--- config.mk ---
export PLATFORM = sky130hd
export DESIGN_NAME = nor_byte_streamer
export DESIGN_NICKNAME = d
export VERILOG_FILES = /design/src/rtl/nbs_pkg.sv /design/src/rtl/nbs_rate_div.sv /design/src/rtl/nbs_addr_ctr.sv /design/src/rtl/nbs_serializer.sv /design/src/rtl/nor_byte_streamer.sv
export SDC_FILE = /design/constraint.sdc
export NUM_CORES = 1
export LEC_CHECK = 0
export BUFFER_PORTS_ARGS = -buffer_cell sky130_fd_sc_hd__buf_2
export CORE_MARGIN = 2
export CORE_UTILIZATION = 50
export CTS_CLUSTER_SIZE = 12
export DETAILED_ROUTE_END_ITERATION = 10
export GPL_TIMING_DRIVEN = 0
export PLACE_DENSITY_LB_ADDON = 0.3
export SLEW_MARGIN = 20
export SYNTH_ARGS = -nofsm -noshare
export SYNTH_HDL_FRONTEND = slang
export SYNTH_SLANG_ARGS = --single-unit
--- constraint.sdc ---
create_clock -name clk -period 5 [get_ports clk]
set_input_delay 1 -clock clk [delete_from_list [all_inputs] [get_ports clk]]
set_output_delay 1 -clock clk [all_outputs]
set_load 0.02 [all_outputs]
--- src/rtl/nbs_pkg.sv ---
`timescale 1ns/1ps
package nbs_pkg;

    localparam int DIV_W = 8;

    typedef enum logic [1:0] {
        ST_IDLE = 2'd0,
        ST_RUN  = 2'd1,
        ST_DONE = 2'd2
    } nbs_state_e;

    // Map a rate code to clocks per bit tick; an unknown code keeps the current setting.
    function automatic logic [DIV_W-1:0] rate_to_div(input logic [7:0] code,
                                                      input logic [DIV_W-1:0] cur);
        case (code)
            8'd3:    return DIV_W'(4);
            8'd6:    return DIV_W'(2);
            8'd12:   return DIV_W'(1);
            default: return cur;
        endcase
    endfunction

endpackage

--- src/rtl/nbs_rate_div.sv ---
`timescale 1ns/1ps
module nbs_rate_div
    import nbs_pkg::*;
(
    input  logic             clk,
    input  logic             rst,
    input  logic             run_i,
    input  logic [DIV_W-1:0] div_i,
    output logic             tick_o
);
    logic [DIV_W-1:0] cnt_d, cnt_q;

    always_comb begin
        tick_o = run_i && (cnt_q == div_i - 1'b1);
        if (!run_i || tick_o) cnt_d = '0;
        else                  cnt_d = cnt_q + 1'b1;
    end

    always_ff @(posedge clk) begin
        if (rst) cnt_q <= '0;
        else     cnt_q <= cnt_d;
    end
endmodule

--- src/rtl/nbs_addr_ctr.sv ---
`timescale 1ns/1ps
module nbs_addr_ctr #(
    parameter int ADDR_W = 24
) (
    input  logic              clk,
    input  logic              rst,
    input  logic              load_i,
    input  logic              top_strap_i,
    input  logic              step_i,
    input  logic              dir_down_i,
    output logic [ADDR_W-1:0] addr_o
);
    logic [ADDR_W-1:0] addr_d, addr_q;
    logic [ADDR_W-1:0] base;

    always_comb begin
        base = top_strap_i ? '1 : '0;
        addr_d = addr_q;
        if (load_i)      addr_d = base;
        else if (step_i) addr_d = dir_down_i ? addr_q - 1'b1 : addr_q + 1'b1;
    end

    always_ff @(posedge clk) begin
        if (rst) addr_q <= top_strap_i ? '1 : '0;
        else     addr_q <= addr_d;
    end

    assign addr_o = addr_q;

    // while running, the address moves by exactly one, and only after a capture
    p_addr_step_r3: assert property (@(posedge clk) disable iff (rst)
        $past(step_i) && !$past(load_i) |->
            addr_q == ($past(dir_down_i) ? $past(addr_q) - 1'b1 : $past(addr_q) + 1'b1));
    p_addr_hold_r6: assert property (@(posedge clk) disable iff (rst)
        !$past(step_i) && !$past(load_i) |-> $stable(addr_q));
endmodule

--- src/rtl/nbs_serializer.sv ---
`timescale 1ns/1ps
module nbs_serializer #(
    parameter int BYTE_W = 8
) (
    input  logic              clk,
    input  logic              rst,
    input  logic              emit_i,
    input  logic              load_i,
    input  logic [BYTE_W-1:0] byte_i,
    output logic              bit_o,
    output logic              vld_o
);
    typedef struct packed {
        logic [BYTE_W-1:0] sh;
        logic              bit_v;
        logic              vld;
    } ser_t;

    ser_t s_d, s_q;

    always_comb begin
        s_d = s_q;
        s_d.vld = emit_i;
        if (emit_i) begin
            s_d.bit_v = s_q.sh[BYTE_W-1];
            s_d.sh    = s_q.sh << 1;
        end
        if (load_i) s_d.sh = byte_i;
    end

    always_ff @(posedge clk) begin
        if (rst) s_q <= '0;
        else     s_q <= s_d;
    end

    assign bit_o = s_q.bit_v;
    assign vld_o = s_q.vld;
endmodule

--- src/rtl/nor_byte_streamer.sv ---
`timescale 1ns/1ps
module nor_byte_streamer
    import nbs_pkg::*;
#(
    parameter int ADDR_W   = 24,
    parameter int CNT_W    = 16,
    parameter int DIV_SLOW = 8
) (
    input  logic              clk,
    input  logic              rst,
    input  logic              start,
    input  logic              top_strap,
    input  logic [CNT_W-1:0]  byte_count,
    input  logic [CNT_W-1:0]  rate_offset,
    input  logic [7:0]        flash_data,
    output logic [ADDR_W-1:0] flash_addr,
    output logic              flash_ce_n,
    output logic              flash_oe_n,
    output logic              ser_bit,
    output logic              ser_valid,
    output logic              done
);
    localparam int BITS = 8;
    localparam int BP_W = $clog2(BITS);

    typedef struct packed {
        nbs_state_e       state;
        logic             dir;
        logic [BP_W-1:0]  bitpos;
        logic [CNT_W-1:0] idx;
        logic [CNT_W-1:0] cnt;
        logic [CNT_W-1:0] roff;
        logic             have;
        logic [DIV_W-1:0] div;
        logic             done;
    } ctl_t;

    ctl_t ctl_d, ctl_q;
    logic tick, run, ld_byte, step, emit;

    nbs_rate_div u_div (
        .clk    (clk),
        .rst    (rst),
        .run_i  (run),
        .div_i  (ctl_q.div),
        .tick_o (tick)
    );

    nbs_addr_ctr #(.ADDR_W(ADDR_W)) u_addr (
        .clk         (clk),
        .rst         (rst),
        .load_i      (ctl_q.state != ST_RUN),
        .top_strap_i (top_strap),
        .step_i      (step),
        .dir_down_i  (ctl_q.dir),
        .addr_o      (flash_addr)
    );

    nbs_serializer #(.BYTE_W(BITS)) u_ser (
        .clk    (clk),
        .rst    (rst),
        .emit_i (emit),
        .load_i (ld_byte),
        .byte_i (flash_data),
        .bit_o  (ser_bit),
        .vld_o  (ser_valid)
    );

    always_comb begin
        ctl_d   = ctl_q;
        ld_byte = 1'b0;
        step    = 1'b0;
        run     = (ctl_q.state == ST_RUN);
        emit    = run && tick && ctl_q.have;
        ctl_d.done = (ctl_q.state == ST_DONE) && !start;
        case (ctl_q.state)
            ST_RUN: begin
                if (tick) begin
                    ctl_d.bitpos = ctl_q.bitpos + 1'b1;
                    if (ctl_q.bitpos == BP_W'(BITS-1)) begin
                        if (ctl_q.idx < ctl_q.cnt) begin
                            ld_byte    = 1'b1;
                            step       = 1'b1;
                            ctl_d.idx  = ctl_q.idx + 1'b1;
                            ctl_d.have = 1'b1;
                            if (ctl_q.idx == ctl_q.roff)
                                ctl_d.div = rate_to_div(flash_data, ctl_q.div);
                        end else begin
                            ctl_d.have  = 1'b0;
                            ctl_d.state = ST_DONE;
                        end
                    end
                end
            end
            default: begin
                if (start) begin
                    ctl_d.dir    = top_strap;
                    ctl_d.cnt    = byte_count;
                    ctl_d.roff   = rate_offset;
                    ctl_d.idx    = '0;
                    ctl_d.have   = 1'b0;
                    ctl_d.bitpos = '0;
                    ctl_d.div    = DIV_W'(DIV_SLOW);
                    ctl_d.state  = (byte_count == '0) ? ST_DONE : ST_RUN;
                end
            end
        endcase
    end

    always_ff @(posedge clk) begin
        if (rst) begin
            ctl_q       <= '0;
            ctl_q.state <= ST_IDLE;
            ctl_q.div   <= DIV_W'(DIV_SLOW);
        end else begin
            ctl_q <= ctl_d;
        end
    end

    assign flash_ce_n = (ctl_q.state != ST_RUN);
    assign flash_oe_n = (ctl_q.state != ST_RUN);
    assign done       = ctl_q.done;

    // the flash is released whenever done is shown
    p_done_release_r8: assert property (@(posedge clk) disable iff (rst)
        done |-> flash_ce_n && flash_oe_n);
    // within a run the divider only changes at the close of a byte period
    p_rate_boundary_r7: assert property (@(posedge clk) disable iff (rst)
        (ctl_q.state == ST_RUN) && ($past(ctl_q.state) == ST_RUN) && !$stable(ctl_q.div)
            |-> $past(tick) && ($past(ctl_q.bitpos) == BP_W'(BITS-1)));
    // the divider never holds anything but the slow setting or a legal fast one
    p_div_legal_r9: assert property (@(posedge clk) disable iff (rst)
        ctl_q.div == DIV_W'(DIV_SLOW) || ctl_q.div == DIV_W'(4) ||
        ctl_q.div == DIV_W'(2) || ctl_q.div == DIV_W'(1));
    // bits are only strobed out of a running read
    p_valid_in_run_r5: assert property (@(posedge clk) disable iff (rst)
        ser_valid |-> $past(ctl_q.state) == ST_RUN);
    // idle keeps the flash disabled and the serial output quiet
    p_idle_quiet_r1: assert property (@(posedge clk) disable iff (rst)
        (ctl_q.state == ST_IDLE) |-> flash_ce_n && !ser_valid);
endmodule

-- Word-level counts from Yosys, hierarchy flattened
Cells that the tools add are included.
W data, S select, Z words.
- logic and storage cells: 82
- register bits after elaboration: 106
- memory bits (read-only): 0
- bits of input ports: 44
- memory bits (writable): 0
- latch bits: 0
- memories kept: 0
- output and inout bits: 29
- reductions and logical operators: 18
- multiply operators: 0
- $lt $le $gt $ge: 1
- bitwise gates (word level): 1
- muxes and demuxes: 27
- div/mod/pow operators: 0
- equal/unequal tests: 15
- shifts and indexed selects: 0
- $add $sub $neg: 6
- operators by type and width (cell ; number):
    $mux W24 ; 5
    $mux W63 ; 1
    $mux W19 ; 2
    $mux W9 ; 4
    $mux W16 ; 2
    $add A24 B1 Y24 const B ; 1
    $mux W8 ; 3
    $pmux W8 S3 ; 1
    $sub A24 B1 Y24 const B ; 1
    $add A16 B1 Y16 const B ; 1
    $eq A16 B16 Y1 ; 1
    $logic_not A16 Y1 ; 1
    $lt A16 B16 Y1 ; 1
    $mux W2 ; 5
    $ne A2 B2 Y1 const B ; 5
    $add A8 B1 Y8 const B ; 1
    $eq A8 B2 Y1 const B ; 1
    $eq A8 B3 Y1 const B ; 1
    $eq A8 B4 Y1 const B ; 1
    $eq A8 B8 Y1 ; 1
    $reduce_and A4 Y1 ; 2
    $sub A8 B1 Y8 const B ; 1
    $reduce_and A6 Y1 ; 1
    $logic_and A1 B1 Y1 ; 4
    other kinds (15) ; 21

-- Logic depth before layout (Yosys ltp)
Gate-level depths: netlist (run 1).
- word-level depth: 8
- gate-level depth with buffers: 11
- mapped depth without buffers: 10

-- By module
A second synthesis (run 1) with hierarchy kept.
- cells, all modules: 728
- area total of the unflattened synthesis: 6311.1 sq um
- modules (own cells, without submodules) (module ; times used ; cells each ; area an instance (sq um) ; sequential area each (sq um)):
    nor_byte_streamer ; 1 ; 386 ; 3086.7 ; 1201.2
    nbs_addr_ctr ; 1 ; 232 ; 2187.1 ; 720.7
    nbs_rate_div ; 1 ; 70 ; 614.3 ; 160.2
    nbs_serializer ; 1 ; 40 ; 422.9 ; 200.2

-- Worst setup path after synthesis (run 1)
Ideal clock, no wire load.
- path type: register to register
- start: register ctl_q[61] (netlist name)
- end: register u_addr.addr_q[22] (netlist: u_addr.addr_o[22]), data pin
- cell stages (with the launch flop): 11
- clock period less this slack: 3114 ps
- setup slack: 1886 ps
- arrival: 2843 ps
- library setup time: 271 ps
- required time: 4729 ps
- path buffers: 0
- cells stage by stage: dfxtp_1 -> inv_1 -> fa_1 -> nor2b_1 -> o31ai_1 -> a2111oi_0 -> o21a_1 -> o31ai_1 -> a311oi_1 -> mux2i_1 -> nand3_1
- cells in the longest elaborated chain, start to end: 4
- ends and longest elaborated chain (what ; line ; RTL):
    from (decl) ; nor_byte_streamer.sv:38 ; ctl_t ctl_d, ctl_q;
    from (signal assigned) ; nor_byte_streamer.sv:116 ; ctl_q <= ctl_d;
    $mux W24 (2 in a row) ; nbs_addr_ctr.sv:20 ; else if (step_i) addr_d = dir_down_i ? addr_q - 1'b1 : addr_q + 1'b1;
    $mux W24 ; nbs_addr_ctr.sv:19 ; if (load_i) addr_d = base;
    $mux W24 ; nbs_addr_ctr.sv:24 ; if (rst) addr_q <= top_strap_i ? '1 : '0;
    to (signal assigned) ; nbs_addr_ctr.sv:24 ;
    to (signal assigned) ; nbs_addr_ctr.sv:25 ; else addr_q <= addr_d;
    to (decl) ; nbs_addr_ctr.sv:13 ; logic [ADDR_W-1:0] addr_d, addr_q;
No other way between the ends. The select of a mux whose other input is x is not followed.
A chain may end at the register's enable or synchronous reset.

-- Final worst setup path (run 1)
Same ends and word-level chain as after synthesis.

==> flow_summary_export.csv, run 1 <==
group,metric,value,unit
status,outcome,"complete, no violations",
clock_tree,clk_latency,350,ps
drt,drtAntennaViolNets,0,
logic_synthesis,yosysMostFrequentCell,"nand2_1",
logic_synthesis,synth_warnings,0,
critical_path,rr_startpoint,"ctl_q[61]",
critical_path,cpMostUsedCell,"o31ai_1",
global_route,grt_busiest_layer,"met2",
power,power.switching,602,µW
layout,n_fill_cell,1027,
placement,gp_congestion,0.873,
critical_path,crit_chain,"inv_1 -> fa_1 -> nor2b_1 -> o31ai_1 -> a2111oi_0 -> o21a_1 -> o31ai_1 -> a311oi_1 -> mux2i_1 -> nand3_1",
floorplanning,die_h,111,µm
logic_synthesis,ys_ff_latch,102,
clock_tree,cts_tree,"built",
power,vdd_drop_max,0.000182,V
power,seq_power_share,0.456,
critical_path,r2r_slack,1220,ps
critical_path,end_kind,"flip-flop",
layout,area_delta_synth_final,14.3,%
sta,slew_headroom,0.282,
drt,first_pass_iters,5,
logic_synthesis,syn_avg_cell_area,8.73,µm²
clock_tree,cts_max_level,3,
drt,route.vias.total,5071,
critical_path,crit_arrival,3860,ps
floorplanning,ios,73,
global_route,grt_overflow,0,
critical_path,crit-reg2reg-capture,"u_addr.addr_o[22]",
clock_tree,postCtsHoldBufs,0,
clock_tree,post_cts_buffers,0,
floorplanning,initial_utilization,0.510,
critical_path,critPathKind,"reg2reg",
floorplanning,fp.dieW,111,µm
placement,hpwl,10600,µm
hold_path,min_path_type,"reg2reg",
power,power.total,2.05,mW
global_route,grt_first_pass_wirelength,23900,µm
clock_tree,path_clk_slew,70,ps
global_route,first_global_vias,4939,
sta,setup_viol,0,
clock_tree,cts_resized,0,
logic_synthesis,ys_top_cells_by_area,"dfxtp_1 27%, edfxtp_1 12%, ha_1 9.3%, nand2_1 6.2%, a21oi_1 5.7%",
critical_path,cp.required,5080,ps
sta,rsz0062_at_grt,"no",
global_route,antenna_found_initial,0,
sta,fin_crit_sh,0.756,
floorplanning,rows,39,
clock_tree,cts_buffers,9,
layout,regArea,2280,µm²
logic_synthesis,synth_top_area_share,0.270,
global_route,grtUsageMet1,0.292,
hold_path,min_path_cells,2,
power,sw_frac_of_total,0.294,
placement,place.port_buffers,71,
drt,drc,0,
power,cellPowerDensity,310,nW/µm²
clock_tree,cts_root_buffer,"clkbuf_16",
drt,post_drt_wl_per_cell,15.8,µm
critical_path,crit_family,"compound AO/OA/AOI/OAI gates",
logic_synthesis,synth-edff-count,24,
logic_synthesis,ys_types,58,
sta,max_freq,265,MHz
critical_path,path_buf_inv,1,
floorplanning,die-area,12400,µm²
drt,drtIter0Drc,338,
sta,fin_setup_tns,0,ps
logic_synthesis,synthFlopType,"dfxtp_1",
critical_path,crit_fanout,25,
sta,finalCriticalPeriod,3780,ps
sta,clock_skew,9.15,ps
critical_path,critical-path-max-stage-delay,1020,ps
logic_synthesis,ys_top_cells_by_count,"96 x nand2_1, 78 x dfxtp_1, 66 x a21oi_1",
critical_path,r2r_cells,10,
layout,layout-drive-gt1-share,0.130,
logic_synthesis,netlist_area,5770,µm²
power,power_frac_clock,0.340,
critical_path,cp_slowest_cell,"dfxtp_1",
global_route,grt_max_degree,26,
power,pwr-share-comb,0.204,
sta,tightest_slew,1070,ps
floorplanning,design.core.area,11300,µm²
power,leakage,2.81,nW
sta,hold_viol,0,
logic_synthesis,synth_cells,661,
layout,fin_nets,831,
drt,totalWireLength,14100,µm
global_route,grt.total_usage,0.235,
hold_path,holdCritStartpoint,"ctl_q[30]",
power,internal_power,1.44,mW
logic_synthesis,syn_nets,749,
sta,slew_violations,0,
logic_synthesis,async_flop_share,0,
drt,viasPerCell,5.69,
hold_path,min_to,"ctl_q[30]",
clock_tree,cts_sinks,102,
logic_synthesis,ys_seq_area_frac,0.395,
logic_synthesis,yosysTopAreaCell,"dfxtp_1",
global_route,use_met3,0.0305,
layout,num_antenna_cells,0,
critical_path,cp-startpoint,"ctl_q[61]",
clock_tree,ctsLongestPathBuffers,2,
global_route,grt_util_met2,0.420,
job,maxCapViolCount,0,
layout,multi_input_area,3290,µm²
critical_path,startpoint_type,"flip-flop",
sequential cells by signal, indices dropped and copies added, names as in the netlist:
name           count
u_ser.vld_o        1
u_ser.s_q          8
u_addr.addr_o     24
u_ser.bit_o        1
u_div.cnt_q        8
done               1
ctl_q             59
power groups by stage:
stage	clock network, mW	registers [mW]	logic, mW
2_1_floorplan	0	0.974	0.268
3_3_place_gp	0	0.949	0.398
3_5_place_dp	0	0.953	0.412
4_1_cts	0.705	0.934	0.415
5_1_grt	0.742	0.940	0.465
6_report	0.696	0.933	0.416
layout by cell type, fill, tap and decap left out, types with 8 or more instances in the layout:
cell type and instances:
nand2_1 96, dfxtp_1 78, buf_2 73, a21oi_1 66
nor2_1 48, ha_1 43, xor2_1 37, o21ai_0 36
inv_1 28, edfxtp_1 24, xnor2_1 23, clkbuf_1 18
a21o_1 15, and3_1 13, nand3_1 13, nor4_1 9
clkbuf_16 9, nand2b_1 8, nand4_1 8, nor3_1 8
logic make-up (layout without fill, tap and decap cells):
kind of cell | after synthesis | in the layout | synth area share
adder cells (fa/ha/maj) | 44 | 44 | 0.0967
XOR/XNOR | 60 | 60 | 0.0910
AO/OA/AOI/OAI | 173 | 173 | 0.191
multiplexers | 4 | 4 | 0.00694
flip-flops | 102 | 102 | 0.395
AND/OR/NAND/NOR | 226 | 226 | 0.184
buffers and inverters | 52 | 139 | 0.0349
through the flow:
| step | util | area, µm² | hold WS [ps] | std cells | worst slack (ps) |
|---|---|---|---|---|---|
| 3_3_place_gp | 0.557 | 6310 | 433 | 875 | 1290 |
| 6_report | 0.583 | 6600 | 458 | 891 | 1220 |
| 5_1_grt | 0.583 | 6600 | 481 | 891 | 940 |
| 2_1_floorplan | - | 5770 | 420 | 661 | 1890 |
| 4_1_cts | 0.583 | 6600 | 458 | 891 | 1250 |
| 3_5_place_dp | 0.557 | 6310 | 441 | 875 | 1270 |
worst register-to-register path, stage by stage (launching register included):
cell and delay [ps]:
dfxtp_1 1020, inv_1 140, fa_1 450, nor2b_1 220, o31ai_1 130, a2111oi_0 540
o21a_1 230, o31ai_1 120, a311oi_1 340, mux2i_1 220, nand3_1 90
final cells by class:
class                      instances  area share
inverter                          28      0.0159
tap                              143      0.0271
timing repair buffer              71      0.0539
clock inverter                     7     0.00967
multi-input combinational        507       0.499
sequential                       102       0.346
buffer                            24      0.0146
clock buffer                       9      0.0341
metal layers:
| metal | vias up | wire length (µm) |
|---|---|---|
| li1 | 2522 | - |
| met2 | 115 | 7120 |
| met3 | 22 | 554 |
| met4 | 0 | 316 |
| met1 | 2412 | 6100 |
| met5 | - | 0 |
how the worst max path moves through the flow:
stage                             end  cells past startpoint  slack (ps)
floorplan           u_addr.addr_o[22]                     10        1890
global placement    u_addr.addr_o[22]                     10        1290
detailed placement  u_addr.addr_o[22]                     10        1270
CTS                 u_addr.addr_o[22]                     10        1250
global route        u_addr.addr_o[22]                     10         940
finish              u_addr.addr_o[22]                     10        1220
Note: power is estimated with default switching activity, not from simulation.
==> run 2: changes to the inputs <==
clock period = 3.62 ns   (was 5 ns; I/O delays follow)
==> run 2 against run 1 <==
Die area unchanged. Total power rose by 38%. Utilization is essentially flat. Cell area is essentially flat.
==> flow_summary_export.csv, run 2 (synthesis results as in run 1) <==
group,metric,value,unit
power,cellPowerDensity,428,nW/µm²
global_route,grt_max_degree,26,
power,leakage,2.81,nW
job,maxCapViolCount,0,
floorplanning,die-area,12400,µm²
drt,post_drt_wl_per_cell,15.8,µm
sta,rsz0062_at_grt,"no",
power,sw_frac_of_total,0.294,
sta,tightest_slew,1070,ps
clock_tree,cts_tree,"built",
clock_tree,clk_latency,350,ps
placement,gp_congestion,0.873,
power,pwr-share-comb,0.204,
floorplanning,design.core.area,11300,µm²
power,vdd_drop_max,0.000252,V
global_route,grt_first_pass_wirelength,23900,µm
global_route,grt_overflow,0,
layout,multi_input_area,3290,µm²
placement,place.port_buffers,71,
sta,finalCriticalPeriod,3310,ps
status,outcome,"complete, no violations",
drt,viasPerCell,5.68,
layout,regArea,2290,µm²
drt,first_pass_iters,5,
layout,n_fill_cell,1025,
clock_tree,postCtsHoldBufs,0,
layout,final_util,0.583,
clock_tree,cts_root_buffer,"clkbuf_16",
placement,hpwl,10600,µm
drt,routed.top_layer,"met4",
sta,hold_viol,0,
critical_path,cp.required,3590,ps
critical_path,end_kind,"flip-flop",
layout,fin_area,6600,µm²
layout,largest_reg_flops,59,
critical_path,startpoint_type,"flip-flop",
clock_tree,path_clk_slew,70,ps
sta,clock_skew,9.04,ps
power,seq_power_share,0.456,
critical_path,crit_arrival,3290,ps
layout,top_register,"ctl_q",
clock_tree,ctsLongestPathBuffers,2,
power,power_frac_clock,0.340,
placement,placed_area,6310,µm²
drt,wl_met2,7120,µm
drt,drtIter0Drc,337,
layout,layout.cells.most_common,"nand2_1",
drt,route.vias.total,5058,
global_route,first_global_vias,4939,
sta,slew_headroom,0.283,
critical_path,crit_fanout,24,
drt,dr_wl_met3,538,µm
sta,slew_violations,0,
clock_tree,cts_max_level,3,
power,internal_power,1.99,mW
floorplanning,fp.dieW,111,µm
drt,totalWireLength,14100,µm
layout,area_delta_synth_final,14.3,%
layout,fin_nets,831,
sta,max_freq,302,MHz
floorplanning,ios,73,
layout,final_cell_mix,"96 x nand2_1, 77 x dfxtp_1, 73 x buf_2",
floorplanning,rows,39,
drt,drt-met1-wl,6090,µm
layout,layout-drive-gt1-share,0.131,
global_route,grt.total_usage,0.235,
floorplanning,initial_utilization,0.510,
sta,setup_viol,0,
power,power.switching,830,µW
layout,num_antenna_cells,0,
clock_tree,cts_buffers,9,
drt,drtAntennaViolNets,0,
global_route,antenna_found_initial,0,
critical_path,critPathKind,"reg2reg",
drt,drc,0,
clock_tree,cts_sinks,102,
hold_path,min_path_type,"reg2reg",
floorplanning,die_h,111,µm
sta,fin_crit_sh,0.915,
## run 2: cell counts in the layout (fill, tap and decap cells not counted)
No cell type changed its count.
## run 2: power groups by stage
| stage | registers (mW) | clock network (mW) | logic [mW] |
|---|---|---|---|
| final | 1.29 | 0.960 | 0.575 |
| after global routing | 1.30 | 1.03 | 0.642 |
| after CTS | 1.29 | 0.974 | 0.573 |
| after detailed placement | 1.32 | 0 | 0.569 |
| after global placement | 1.31 | 0 | 0.550 |
| after floorplan | 1.35 | 0 | 0.370 |
## run 2: stage by stage
step	instances	setup slack [ps]	hold slack (ps)	power (mW)	TNS, ps
floorplan	661	506	420	1.72	0
global placement	875	-89.0	433	1.86	-89.0
detailed placement	875	-111	441	1.88	-111
CTS	891	235	458	2.84	0
global route	891	47.6	481	2.96	0
finish	891	307	458	2.82	0
## run 2: timing repair
action,in CTS,in global routing
setup endpoints to repair,2,1
resized for setup,1,1
setup buffers,0,0
## run 2: per-layer routing
layer | vias up | global-route usage
met5 | - | 0
met4 | 0 | 0.0840
met3 | 22 | 0.0305
met2 | 109 | 0.420
met1 | 2403 | 0.292
li1 | 2524 | -
## run 2: critical path, stage by stage, from the launching register on
cell and delay (ps):
dfxtp_1 350, nor3_1 210, ha_1 270, xnor2_1 130, nor4_2 250, nand4_2 240
nor2_4 250, o2111ai_1 320, nand2_1 910
## run 2: final cells by class
class / instances / share of cell area
Timing Repair Buffer: 71 / 0.0538
Clock buffer: 9 / 0.0341
Tap cell: 143 / 0.0271
Multi-Input combinational cell: 507 / 0.498
Sequential cell: 102 / 0.346
Buffer: 24 / 0.0146
Inverter: 28 / 0.0159
Clock inverter: 7 / 0.00967
## run 2: final timing paths
kind | start | endpoint | slack, ps | depth (start not counted)
worst max-delay path | ctl_q[1] | u_addr.addr_o[10] | 310 | 8
worst min-delay path | ctl_q[30] | ctl_q[30] | 460 | 2
worst max register to register | ctl_q[1] | u_addr.addr_o[10] | 310 | 8
worst min register to register | ctl_q[30] | ctl_q[30] | 460 | 2
